### src/rtl/wdt_pkg.sv
package wdt_pkg;

  typedef enum logic [1:0] {
    PS_FINE_A   = 2'b00,
    PS_FINE_B   = 2'b01,
    PS_COARSE_A = 2'b10,
    PS_COARSE_B = 2'b11
  } ps_sel_e;

  typedef enum logic {
    SEQ_IDLE = 1'b0,
    SEQ_RUN  = 1'b1
  } seq_state_e;

  function automatic int pick_div(input int idx, input int d0, input int d1,
                                  input int d2, input int d3);
    case (idx)
      0:       return d0;
      1:       return d1;
      2:       return d2;
      default: return d3;
    endcase
  endfunction

endpackage

### src/rtl/wdt_prescaler.sv
module wdt_prescaler
  import wdt_pkg::*;
#(
  parameter int DIV0  = 2,
  parameter int DIV1  = 4,
  parameter int DIV2  = 128,
  parameter int DIV3  = 256,
  parameter int PRE_W = 8
) (
  input  logic       clk,
  input  logic       rst_n,
  input  ps_sel_e    sel,
  input  logic       restart,
  output logic       tick
);

  logic [PRE_W-1:0] lim [4];
  logic [PRE_W-1:0] pre_q;

  for (genvar g = 0; g < 4; g++) begin : g_lim
    localparam int DV = pick_div(g, DIV0, DIV1, DIV2, DIV3);
    assign lim[g] = PRE_W'(DV - 1);
  end

  // >= keeps a mid-count switch to a smaller ratio from running past the limit
  assign tick = (pre_q >= lim[sel]);

  always_ff @(posedge clk) begin
    if (!rst_n) begin
      pre_q <= '0;
    end else if (restart || tick) begin
      pre_q <= '0;
    end else begin
      pre_q <= pre_q + 1'b1;
    end
  end

endmodule

### src/rtl/wdt_counter.sv
module wdt_counter #(
  parameter int CNT_W = 16,
  parameter int RLD_W = 8
) (
  input  logic             clk,
  input  logic             rst_n,
  input  logic             hold,
  input  logic             load,
  input  logic [RLD_W-1:0] load_val,
  input  logic             tick,
  output logic [CNT_W-1:0] cnt,
  output logic             wrap
);

  localparam int LOW_W = CNT_W - RLD_W;

  logic [CNT_W-1:0] cnt_q;

  assign cnt  = cnt_q;
  assign wrap = tick & ~hold & ~load & (&cnt_q);

  always_ff @(posedge clk) begin
    if (!rst_n) begin
      cnt_q <= '0;
    end else if (hold) begin
      cnt_q <= '0;
    end else if (load) begin
      cnt_q <= {load_val, {LOW_W{1'b0}}};
    end else if (tick) begin
      cnt_q <= cnt_q + 1'b1;
    end
  end

endmodule

### src/rtl/wdt_reset_seq.sv
module wdt_reset_seq
  import wdt_pkg::*;
#(
  parameter int SEQ_LEN = 1024
) (
  input  logic clk,
  input  logic rst_n,
  input  logic start,
  input  logic wd_cause,
  input  logic einit,
  input  logic flag_clr,
  input  logic bidir_en,
  output logic active,
  output logic rst_out_n,
  output logic rstin_drv_n,
  output logic wd_flag
);

  localparam int SEQ_W = (SEQ_LEN > 2) ? $clog2(SEQ_LEN) : 1;
  localparam logic [SEQ_W-1:0] LAST = SEQ_W'(SEQ_LEN - 1);

  seq_state_e       state_q;
  logic [SEQ_W-1:0] seq_cnt_q;
  logic             out_low_q;
  logic             flag_q;

  assign active      = (state_q == SEQ_RUN);
  assign rst_out_n   = ~out_low_q;
  assign rstin_drv_n = ~(active & bidir_en);
  assign wd_flag     = flag_q;

  always_ff @(posedge clk) begin
    if (!rst_n) begin
      state_q   <= SEQ_IDLE;
      seq_cnt_q <= '0;
    end else begin
      case (state_q)
        SEQ_IDLE: begin
          if (start) begin
            state_q   <= SEQ_RUN;
            seq_cnt_q <= '0;
          end
        end
        default: begin
          if (seq_cnt_q == LAST) begin
            state_q   <= SEQ_IDLE;
            seq_cnt_q <= '0;
          end else begin
            seq_cnt_q <= seq_cnt_q + 1'b1;
          end
        end
      endcase
    end
  end

  always_ff @(posedge clk) begin
    if (!rst_n) begin
      out_low_q <= 1'b1;
    end else if (start) begin
      out_low_q <= 1'b1;
    end else if (einit && !active) begin
      out_low_q <= 1'b0;
    end
  end

  always_ff @(posedge clk) begin
    if (!rst_n) begin
      flag_q <= 1'b0;
    end else if (wd_cause) begin
      flag_q <= 1'b1;
    end else if (flag_clr && !active) begin
      flag_q <= 1'b0;
    end
  end

endmodule

### src/rtl/wdt_supervisor.sv
module wdt_supervisor
  import wdt_pkg::*;
#(
  parameter int CNT_W   = 16,
  parameter int RLD_W   = 8,
  parameter int SEQ_LEN = 1024,
  parameter int DIV0    = 2,
  parameter int DIV1    = 4,
  parameter int DIV2    = 128,
  parameter int DIV3    = 256
) (
  input  logic             clk,
  input  logic             por_n,
  input  logic             ps_coarse,
  input  logic             ps_double,
  input  logic             svc,
  input  logic [RLD_W-1:0] svc_reload,
  input  logic             sw_rst_req,
  input  logic             einit,
  input  logic             flag_clr,
  input  logic             bidir_en,
  output logic [CNT_W-1:0] wdt_count,
  output logic             int_rst,
  output logic             rst_out_n,
  output logic             rstin_drv_n,
  output logic             wdt_flag
);

  localparam int PRE_W = $clog2(DIV3);

  ps_sel_e sel;
  logic    block;
  logic    svc_acc;
  logic    tick;
  logic    wrap;
  logic    seq_start;

  assign sel       = ps_sel_e'({ps_coarse, ps_double});
  assign block     = int_rst | sw_rst_req;
  assign svc_acc   = svc & ~block;
  assign seq_start = ~int_rst & (sw_rst_req | wrap);

  wdt_prescaler #(
    .DIV0 (DIV0),
    .DIV1 (DIV1),
    .DIV2 (DIV2),
    .DIV3 (DIV3),
    .PRE_W(PRE_W)
  ) u_pre (
    .clk    (clk),
    .rst_n  (por_n),
    .sel    (sel),
    .restart(block | svc_acc),
    .tick   (tick)
  );

  wdt_counter #(
    .CNT_W(CNT_W),
    .RLD_W(RLD_W)
  ) u_cnt (
    .clk     (clk),
    .rst_n   (por_n),
    .hold    (block),
    .load    (svc_acc),
    .load_val(svc_reload),
    .tick    (tick),
    .cnt     (wdt_count),
    .wrap    (wrap)
  );

  wdt_reset_seq #(
    .SEQ_LEN(SEQ_LEN)
  ) u_seq (
    .clk        (clk),
    .rst_n      (por_n),
    .start      (seq_start),
    .wd_cause   (wrap),
    .einit      (einit),
    .flag_clr   (flag_clr),
    .bidir_en   (bidir_en),
    .active     (int_rst),
    .rst_out_n  (rst_out_n),
    .rstin_drv_n(rstin_drv_n),
    .wd_flag    (wdt_flag)
  );

endmodule

### config.mk
export PLATFORM = sky130hd
export DESIGN_NAME = wdt_supervisor
export DESIGN_NICKNAME = d
export VERILOG_FILES = /design/src/rtl/wdt_pkg.sv /design/src/rtl/wdt_prescaler.sv /design/src/rtl/wdt_counter.sv /design/src/rtl/wdt_reset_seq.sv /design/src/rtl/wdt_supervisor.sv
export SDC_FILE = /design/constraint.sdc
export NUM_CORES = 1
export LEC_CHECK = 0
export BUFFER_PORTS_ARGS = -buffer_cell sky130_fd_sc_hd__clkbuf_2
export CAP_MARGIN = 20
export CORE_MARGIN = 2
export CORE_UTILIZATION = 49
export DETAILED_ROUTE_END_ITERATION = 8
export PLACE_DENSITY = 0.75
export SLEW_MARGIN = 40
export SYNTH_ARGS = -nofsm -noshare
export SYNTH_HDL_FRONTEND = slang
export SYNTH_SLANG_ARGS = --single-unit
### constraint.sdc
create_clock -name clk -period 2.2 [get_ports clk]
set_clock_uncertainty 0.2 [all_clocks]
set_input_delay 0.11 -clock clk [delete_from_list [all_inputs] [get_ports clk]]
set_output_delay 0.11 -clock clk [all_outputs]
set_load 0.1 [all_outputs]
; Word level (Yosys, flattened, before mapping)
; Cells that the tools add are included.
[classes]
shifts = 0
add_sub_neg = 3
muxes = 13
bitwise = 16
eq_ne = 1
div = 0
reduce_logical = 12
mul = 0
n_lt_le_gt_ge = 2
[ops]
columns = op, count
row1 = two-way mux 16 bit, 2
row2 = two-way mux 10 bit, 3
row3 = adder 16 x 1 -> 16 bit (second input constant), 1
row4 = binary-select mux 8 bit (select 2 bit), 1
row5 = two-way mux 8 bit, 2
row6 = AND reduction 16 bit, 1
row7 = adder 10 x 1 -> 10 bit (second input constant), 1
row8 = equality test 10 bit (second input constant), 1
row9 = adder 8 x 1 -> 8 bit (second input constant), 1
row10 = greater-or-equal comparator 8 bit, 1
row11 = AND 1 bit, 6
row12 = inverter 1 bit, 6
row13 = nonzero test 2 bit, 3
row14 = OR reduction 2 bit, 3
row15 = two-way mux 1 bit, 5
row16 = greater-or-equal comparator 3 bit (second input constant), 1
row17 = inverter 2 -> 3 bit, 1
row18 = bitwise OR 1 bit, 3
row19 = OR reduction 3 bit, 1
row20 = logical AND 1 bit, 2
row21 = logical NOT 1 bit, 1
row22 = logical OR 1 bit, 1
[totals]
output_inout_bits = 20
romBits = 0
mem_count = 0
mem_bits_rw = 0
regBits = 37
word_cells = 54
latch_bits = 0
in_bits = 17

; Longest topological paths before layout
; Gate-level depths: netlist of the first run.
[depth]
depth_word = 12
depth_mapped = 9
ltp_nobuf = 8

; Cells and area by module
; From an unflattened synthesis of the first run, not the netlist that was laid out.
[unflattened]
hier_cells = 233
area_unflattened_um2 = 2016.9
[modules_own_cells]
columns = mod, n_inst, area_per_inst_um2, seq_area_each_um2, cells_per_inst
row1 = wdt_counter, 1, 820.8, 320.3, 96
row2 = wdt_reset_seq, 1, 656.9, 260.2, 79
row3 = wdt_prescaler, 1, 509.2, 160.2, 54
row4 = wdt_supervisor, 1, 30.0, 0.0, 4

; Worst setup path after synthesis of the first run
; OpenSTA, ideal clock, no wires.
[synth_path]
path_type = reg-to-reg
start = register u_cnt.cnt_q[4] (netlist: u_cnt.cnt[4])
end = register u_seq.state_q (netlist: u_seq.active)
slack_ns = -0.421
path_stages_with_launch = 7
t_required_ns = 1.934
n_path_buf = 0
t_arrival_ns = 2.355
period_less_slack_ns = 2.621
setup_time_ns = 0.066
path_cell_list = dfxtp_1 > and4_4 > nand2_2 > nor2_1 > nand4_1 > or4_4 > a21oi_2
[synth_between]
elab_chain_len = 6
[synth_lines]
columns = item, line
row1 = from (decl), wdt_counter.sv:17  ; logic [CNT_W-1:0] cnt_q;
row2 = from (signal assigned), wdt_counter.sv:28  ; cnt_q <= {load_val, {LOW_W{1'b0}}};
row3 = from (signal assigned), wdt_counter.sv:30  ; cnt_q <= cnt_q + 1'b1;
row4 = AND reduction 16 bit, wdt_counter.sv:20  ; assign wrap = tick & ~hold & ~load & (&cnt_q);
row5 = AND 1 bit, wdt_counter.sv:20
row6 = bitwise OR 1 bit, wdt_supervisor.sv:41  ; assign seq_start = ~int_rst & (sw_rst_req | wrap);
row7 = AND 1 bit, wdt_supervisor.sv:41
row8 = two-way mux 1 bit, wdt_reset_seq.sv:39  ; if (start) begin
row9 = two-way mux 1 bit, wdt_reset_seq.sv:37  ; case (state_q)
row10 = to (signal assigned), wdt_reset_seq.sv:34  ; state_q <= SEQ_IDLE;
row11 = to (signal assigned), wdt_reset_seq.sv:40  ; state_q <= SEQ_RUN;
row12 = to (signal assigned), wdt_reset_seq.sv:46  ; state_q <= SEQ_IDLE;
row13 = to (decl), wdt_reset_seq.sv:22  ; seq_state_e state_q;
; No other way between the ends.
; A chain may end at the register's enable or synchronous reset.

; Worst setup path in the final report of the first run
[layout_path]
start = register u_pre.pre_q[6]
end = register u_cnt.cnt_q[11] (netlist: u_cnt.cnt[11])
[layout_between]
elab_chain_len = 2
[layout_lines]
columns = item, line
row1 = from (decl), wdt_prescaler.sv:18  ; logic [PRE_W-1:0] pre_q;
row2 = from (signal assigned), wdt_prescaler.sv:34  ; pre_q <= pre_q + 1'b1;
row3 = greater-or-equal comparator 8 bit, wdt_prescaler.sv:26  ; assign tick = (pre_q >= lim[sel]);
row4 = nonzero test 2 bit (no line), n/a
; No other way between the ends.

==> results of run 1 <==
==> cell families after synthesis <==
group | share of synthesized area, %
and+or+nand+nor | 26.4
AOI/OAI and AO/OA | 14.7
DFF | 39.4
xor gates and xnor gates | 10.3
adders and majority gates | 6.66
buffers and inverters | 2.06
muxes | 0.533
==> flip-flops by register name, summed over array words and instances, names as in the netlist <==
name             cells
u_seq.seq_cnt_q     10
u_cnt.cnt           16
u_seq.out_low_q      1
u_seq.active         1
u_pre.pre_q          8
u_seq.wd_flag        1
==> report_power, final <==
group | internal [mW] | switching (mW) | leakage [nW]
registers | 0.679 | 0.0110 | 0.307
clock network | 0.450 | 0.250 | 0.0681
logic | 0.0530 | 0.0963 | 0.616
total | 1.18 | 0.357 | 0.991
==> cells in the final DEF (no fill, tap or decap), types with 5 or more instances in the layout <==
| master | instances |
|---|---|
| dlygate4sd3_1 | 13 |
| clkbuf_8 | 5 |
| o21ai_0 | 22 |
| nor2_1 | 28 |
| nand3_1 | 12 |
| xnor2_1 | 13 |
| ha_1 | 10 |
| xor2_1 | 9 |
| buf_4 | 9 |
| dfxtp_1 | 21 |
| nand4_1 | 6 |
| dfxtp_2 | 16 |
| a21oi_1 | 9 |
| nand2_1 | 28 |
| nor3_1 | 5 |
| clkbuf_2 | 36 |
==> metrics by stage <==
| step | total power, mW | util, % | setup TNS (ns) | setup WS [ns] | instances |
|---|---|---|---|---|---|
| 2_1_floorplan | 0.792 | - | -0.00868 | -0.00868 | 224 |
| 3_3_place_gp | 0.831 | 59.4 | 0 | 0.109 | 312 |
| 3_5_place_dp | 0.833 | 59.4 | 0 | 0.0628 | 312 |
| 4_1_cts | 1.55 | 66.6 | 0 | 0.0568 | 333 |
| 5_1_grt | 1.59 | 68.1 | -0.201 | -0.0956 | 334 |
| 6_report | 1.54 | 68.1 | 0 | 0.00455 | 334 |
==> what timing repair did <==
action                     CTS  global route
hold endpoints to repair    11             0
hold buffers                13             0
setup endpoints to repair    0            14
gates resized for setup      0             9
setup buffers                0             1
==> critical path, stage by stage, from the launching register on <==
cell	delay, ns
dfxtp_1	0.34
ha_1	0.34
nand3_1	0.10
a21boi_2	0.18
a211oi_1	0.07
buf_4	0.19
nor4b_2	0.37
xnor2_1	0.18
a21oi_1	0.10
==> routing by layer <==
layer / part of all wire [%] / global-route usage (%) / vias up
met5: 0 / 0 / -
met4: 2.4 / 8.16 / 0
met3: 4.1 / 4.43 / 16
met2: 47 / 37.2 / 51
met1: 46 / 27.5 / 837
li1: - / - / 923
==> cell type report <==
cell class              instances  area, um2
clock buffers                   5       68.8
inverters                       4       15.0
fillers                       298       1170
well taps                      48       60.1
flip-flops and latches         37        761
clock inverters                 3       65.1
multi-input cells             179       1150
repair buffers                 58        378
==> how the worst max path moves through the flow <==
stage | slack (ns) | endpoint
finish | 0.005 | u_cnt.cnt[11]
global route | -0.1 | u_cnt.cnt[11]
CTS | 0.06 | u_cnt.cnt[11]
detailed placement | 0.06 | u_cnt.cnt[11]
global placement | 0.11 | u_seq.active
floorplan | -0.009 | u_seq.active
==> flow_summary.yaml, run 1 <==
cells_and_area:
  area_growth_pct: 32.7
  final_net_count: 312
  diodes: 0
  drive_gt1_share_pct: 30.8
  final_cell_area_um2: 2490
worst_setup_path:
  cp.required_ns: 2.17
  arrival_ns: 2.17
  reg2reg_setup_slack_ns: 0.005
  reg2reg_from: "u_pre.pre_q[6]"
  crit_fanout: 11
  start_kind: "flop"
  cp-end-kind: "flop"
  ff2ff_path_depth: 8
  startpoint: "u_pre.pre_q[6]"
  critical_path_class: "reg -> reg"
  r2r_end: "u_cnt.cnt[11]"
global_route:
  antenna_found_initial: 0
  grt_max_degree: 13
  first_global_vias: 1731
  grt.total_usage_pct: 22.0
  grt_pass1_wl_um: 7400
  overflow: 0
floorplanning:
  dieArea_um2: 4350
  rows: 22
  die_h_um: 65.9
  die-width_um: 65.9
  core-area_um2: 3660
  io_pins: 37
  initial_utilization_pct: 51.3
sta:
  relSlewSlack_pct: 63.8
  rsz0062_at_grt: "true"
  fin_crit_ns: 2.20
  timing.final.crit_share_pct: 99.8
  fmax_mhz: 455
  tightestPinTransition_ns: 0.545
  holdWs_ns: 0.285
  setup_viol: 0
  slew_violations: 0
  hold_viol: 0
synthesis:
  seq_area_frac_synth_pct: 39.4
  synthTopCellsByArea: "dfxtp_1, ha_1, xnor2_1, o21ai_0, nand2_1"
  synth_top_area_cell: "dfxtp_1"
  syn_nets: 251
  yosysTopAreaCellShare_pct: 39.4
  synthFlopType: "dfxtp_1"
  synth_common_cells: "dfxtp_1, nand2_1, nor2_1"
  synth-seq-cells: 37
  yosysWarnings: 0
  async_flop_share_pct: 0
  synth_cells: 224
  syn_area_um2: 1880
  synthMostInstantiatedCell: "dfxtp_1"
  synth.distinct_cells: 43
  syn_avg_cell_area_um2: 8.39
  synth-edff-count: 0
drt:
  via_count: 1827
  first_iter_violations: 106
  dr.pass1.iters: 4
  drc: 0
  vias_per_cell: 5.47
  routed_wl_um: 4460
  avgRoutedWirePerCell_um: 13.4
  postRouteAntennaNets: 0
min_path:
  min_from: "u_pre.pre_q[0]"
  hold_depth: 1
  hold_path_class: "reg -> reg"
  hold_path_end: "u_pre.pre_q[0]"
clock_tree:
  cts.sink_count: 37
  cts_tree: "yes"
  cts_root_buffer: "clkbuf_8"
  cts-htree-levels: 2
  path_clk_slew_ns: 0.07
  worstSkewPairLatency_ns: 0.30
  cts_buffers: 5
  clk_path_buf_depth: 2
placement:
  dp_hpwl_um: 3050
  gp_congestion: 0.820
  placed_area_um2: 2180
  port_buffers: 36
run_status:
  status: "complete, no violations"
power:
  p_leak_nw: 0.991
  irDropWorstVdd_v: 0.000479
  powerDensity_nw_per_um2: 617
job:
  max_cap_violations: 0
Note: power is estimated with default switching activity, not from simulation.
==> run 2: changes to the inputs <==
- CAP_MARGIN: 20 -> 5
- SETUP_SLACK_MARGIN: default -> 0.3
==> run 2 against run 1 <==
Wire length rose by 17%. Design area rose by 15%. Die area did not move. Critical endpoint is now u_cnt.cnt[12]. Setup slack improved by 0.18 ns. Highest routed layer unchanged. Critical path type unchanged. Combinational power rose by 16%.
==> flow_summary.yaml, run 2 (synthesized netlist as in run 1, its figures left out) <==
run_status:
  status: "complete, no violations"
clock_tree:
  path_clk_slew_ns: 0.08
  cts_tree: "yes"
  cts_root_buffer: "clkbuf_8"
  cts.sink_count: 37
  worstSkewPairLatency_ns: 0.29
  cts-htree-levels: 2
  cts_buffers: 5
  clk_path_buf_depth: 2
placement:
  place_inst: 311
  port_buffers: 36
  dp_hpwl_um: 2940
  gp_congestion: 0.775
global_route:
  first_global_vias: 1738
  grt.total_usage_pct: 24.0
  grt_max_degree: 15
  antenna_found_initial: 0
  overflow: 0
  grt_pass1_wl_um: 8020
worst_setup_path:
  cp-end-kind: "flop"
  slowest_delay_ns: 0.37
  critical_path.slowest_cell: "a211o_4"
  crit_fanout: 4
  arrival_ns: 2.00
  critical_path_class: "reg -> reg"
  cp.required_ns: 2.18
  start_kind: "flop"
  cp_num_buf_inv: 1
  reg2reg_setup_slack_ns: 0.18
  path_delay_family: "compound AO/OA/AOI/OAI gates"
  crit_chain: "ha_4 > a21oi_4 > a21boi_4 > a211o_4 > buf_6 > nand4_1 > xor2_1 > o21ai_1"
cells_and_area:
  drive_gt1_share_pct: 44.9
  largest_reg_flops: 16
  area_growth_pct: 52.6
  mostFrequentLayoutCell: "clkbuf_2"
  n_fill_cell: 249
  final_net_count: 320
  final_cells: 342
  final_cell_mix: "clkbuf_2, nor2_1, nand2_1"
  diodes: 0
sta:
  relSlewSlack_pct: 61.7
  rsz0062_at_grt: "true"
  tightestPinTransition_ns: 0.572
  tns_ns: 0
  timing.final.crit_share_pct: 91.8
  hold_viol: 0
  fin_crit_ns: 2.02
  fmax_mhz: 495
  slew_violations: 0
  setup_viol: 0
power:
  p_int_mw: 1.01
  powerDensity_nw_per_um2: 482
  irDropWorstVdd_v: 0.000406
  pwr-share-comb_pct: 12.5
  switching_share_pct: 26.7
  p_leak_nw: 1.15
  pwr-share-seq_pct: 48.6
  p_switching_mw: 0.369
  pwr-share-clk_pct: 38.9
drt:
  routed_wl_um: 5210
  vias_per_cell: 5.49
  via_count: 1877
  first_iter_violations: 105
  avgRoutedWirePerCell_um: 15.2
  postRouteAntennaNets: 0
  dr.pass1.iters: 4
  drc: 0
min_path:
  hold_path_class: "in -> reg"
floorplanning:
  dieArea_um2: 4350
  initial_utilization_pct: 51.3
  die-width_um: 65.9
  rows: 22
  core-area_um2: 3660
  die_h_um: 65.9
  io_pins: 37
job:
  max_cap_violations: 0
==> run 2: layout make-up <==
cell class | instances | area (um2) | area share, %
well taps | 48 | 60.1 | 2.09
clock inverters | 1 | 5.00 | 0.175
repair buffers | 66 | 458 | 16.0
clock buffers | 7 | 97.6 | 3.40
multi-input cells | 179 | 1420 | 49.5
inverters | 4 | 15.0 | 0.524
flip-flops and latches | 37 | 813 | 28.4
==> run 2: what timing repair did <==
action,4_1_cts,5_1_grt
gates cloned,1,0
gates resized for setup,25,46
pin swaps,27,27
hold buffers,12,0
setup endpoints to repair,31,37
hold endpoints to repair,11,0
buffers inserted,4,6
==> run 2: worst paths after layout <==
kind                                          from                 end  cells past startpoint
worst min register to register  u_seq.seq_cnt_q[6]  u_seq.seq_cnt_q[6]                      2
worst max register to register      u_pre.pre_q[6]       u_cnt.cnt[12]                      8
worst min-delay path                         einit     u_seq.out_low_q                      3
worst max-delay path                u_pre.pre_q[6]       u_cnt.cnt[12]                      8
==> run 2: per-stage QoR <==
stage	area, um2	utilization, %	worst slack (ns)	power (mW)	hold WS [ns]
after floorplan	2010	-	0.169	0.783	-0.0114
after global placement	2280	62.4	0.0741	0.823	0.134
after detailed placement	2280	62.4	0.0434	0.824	0.145
after CTS	2670	72.9	0.274	1.37	0.0121
after global routing	2870	78.3	0.0770	1.44	0.0402
final	2870	78.3	0.180	1.38	0.00683
==> run 2: worst reg2reg max path: cells and delay by family, from the launching register on <==
| family | cells | cell delay, ns |
|---|---|---|
| adder cells (fa/ha/maj) | 1 | 0.24 |
| buffers and inverters | 1 | 0.15 |
| AO/OA/AOI/OAI | 4 | 0.71 |
| XOR/XNOR | 1 | 0.15 |
| AND/OR/NAND/NOR | 1 | 0.12 |
| flip-flops | 1 | 0.36 |
==> run 2: routing by layer <==
layer / up-vias / GRT usage [%] / wire length [um]
li1: 934 / - / -
met5: - / 0 / 0
met2: 61 / 38.4 / 2590
met4: 0 / 8.93 / 57
met1: 876 / 31.8 / 2290
met3: 6 / 4.94 / 271
==> run 2: power by group through the flow <==
stage	Combinational, mW	Clock, mW	Sequential [mW]
finish	0.173	0.537	0.671
floorplan	0.0643	0	0.719
global route	0.186	0.579	0.672
global placement	0.133	0	0.690
CTS	0.156	0.538	0.672
detailed placement	0.134	0	0.690
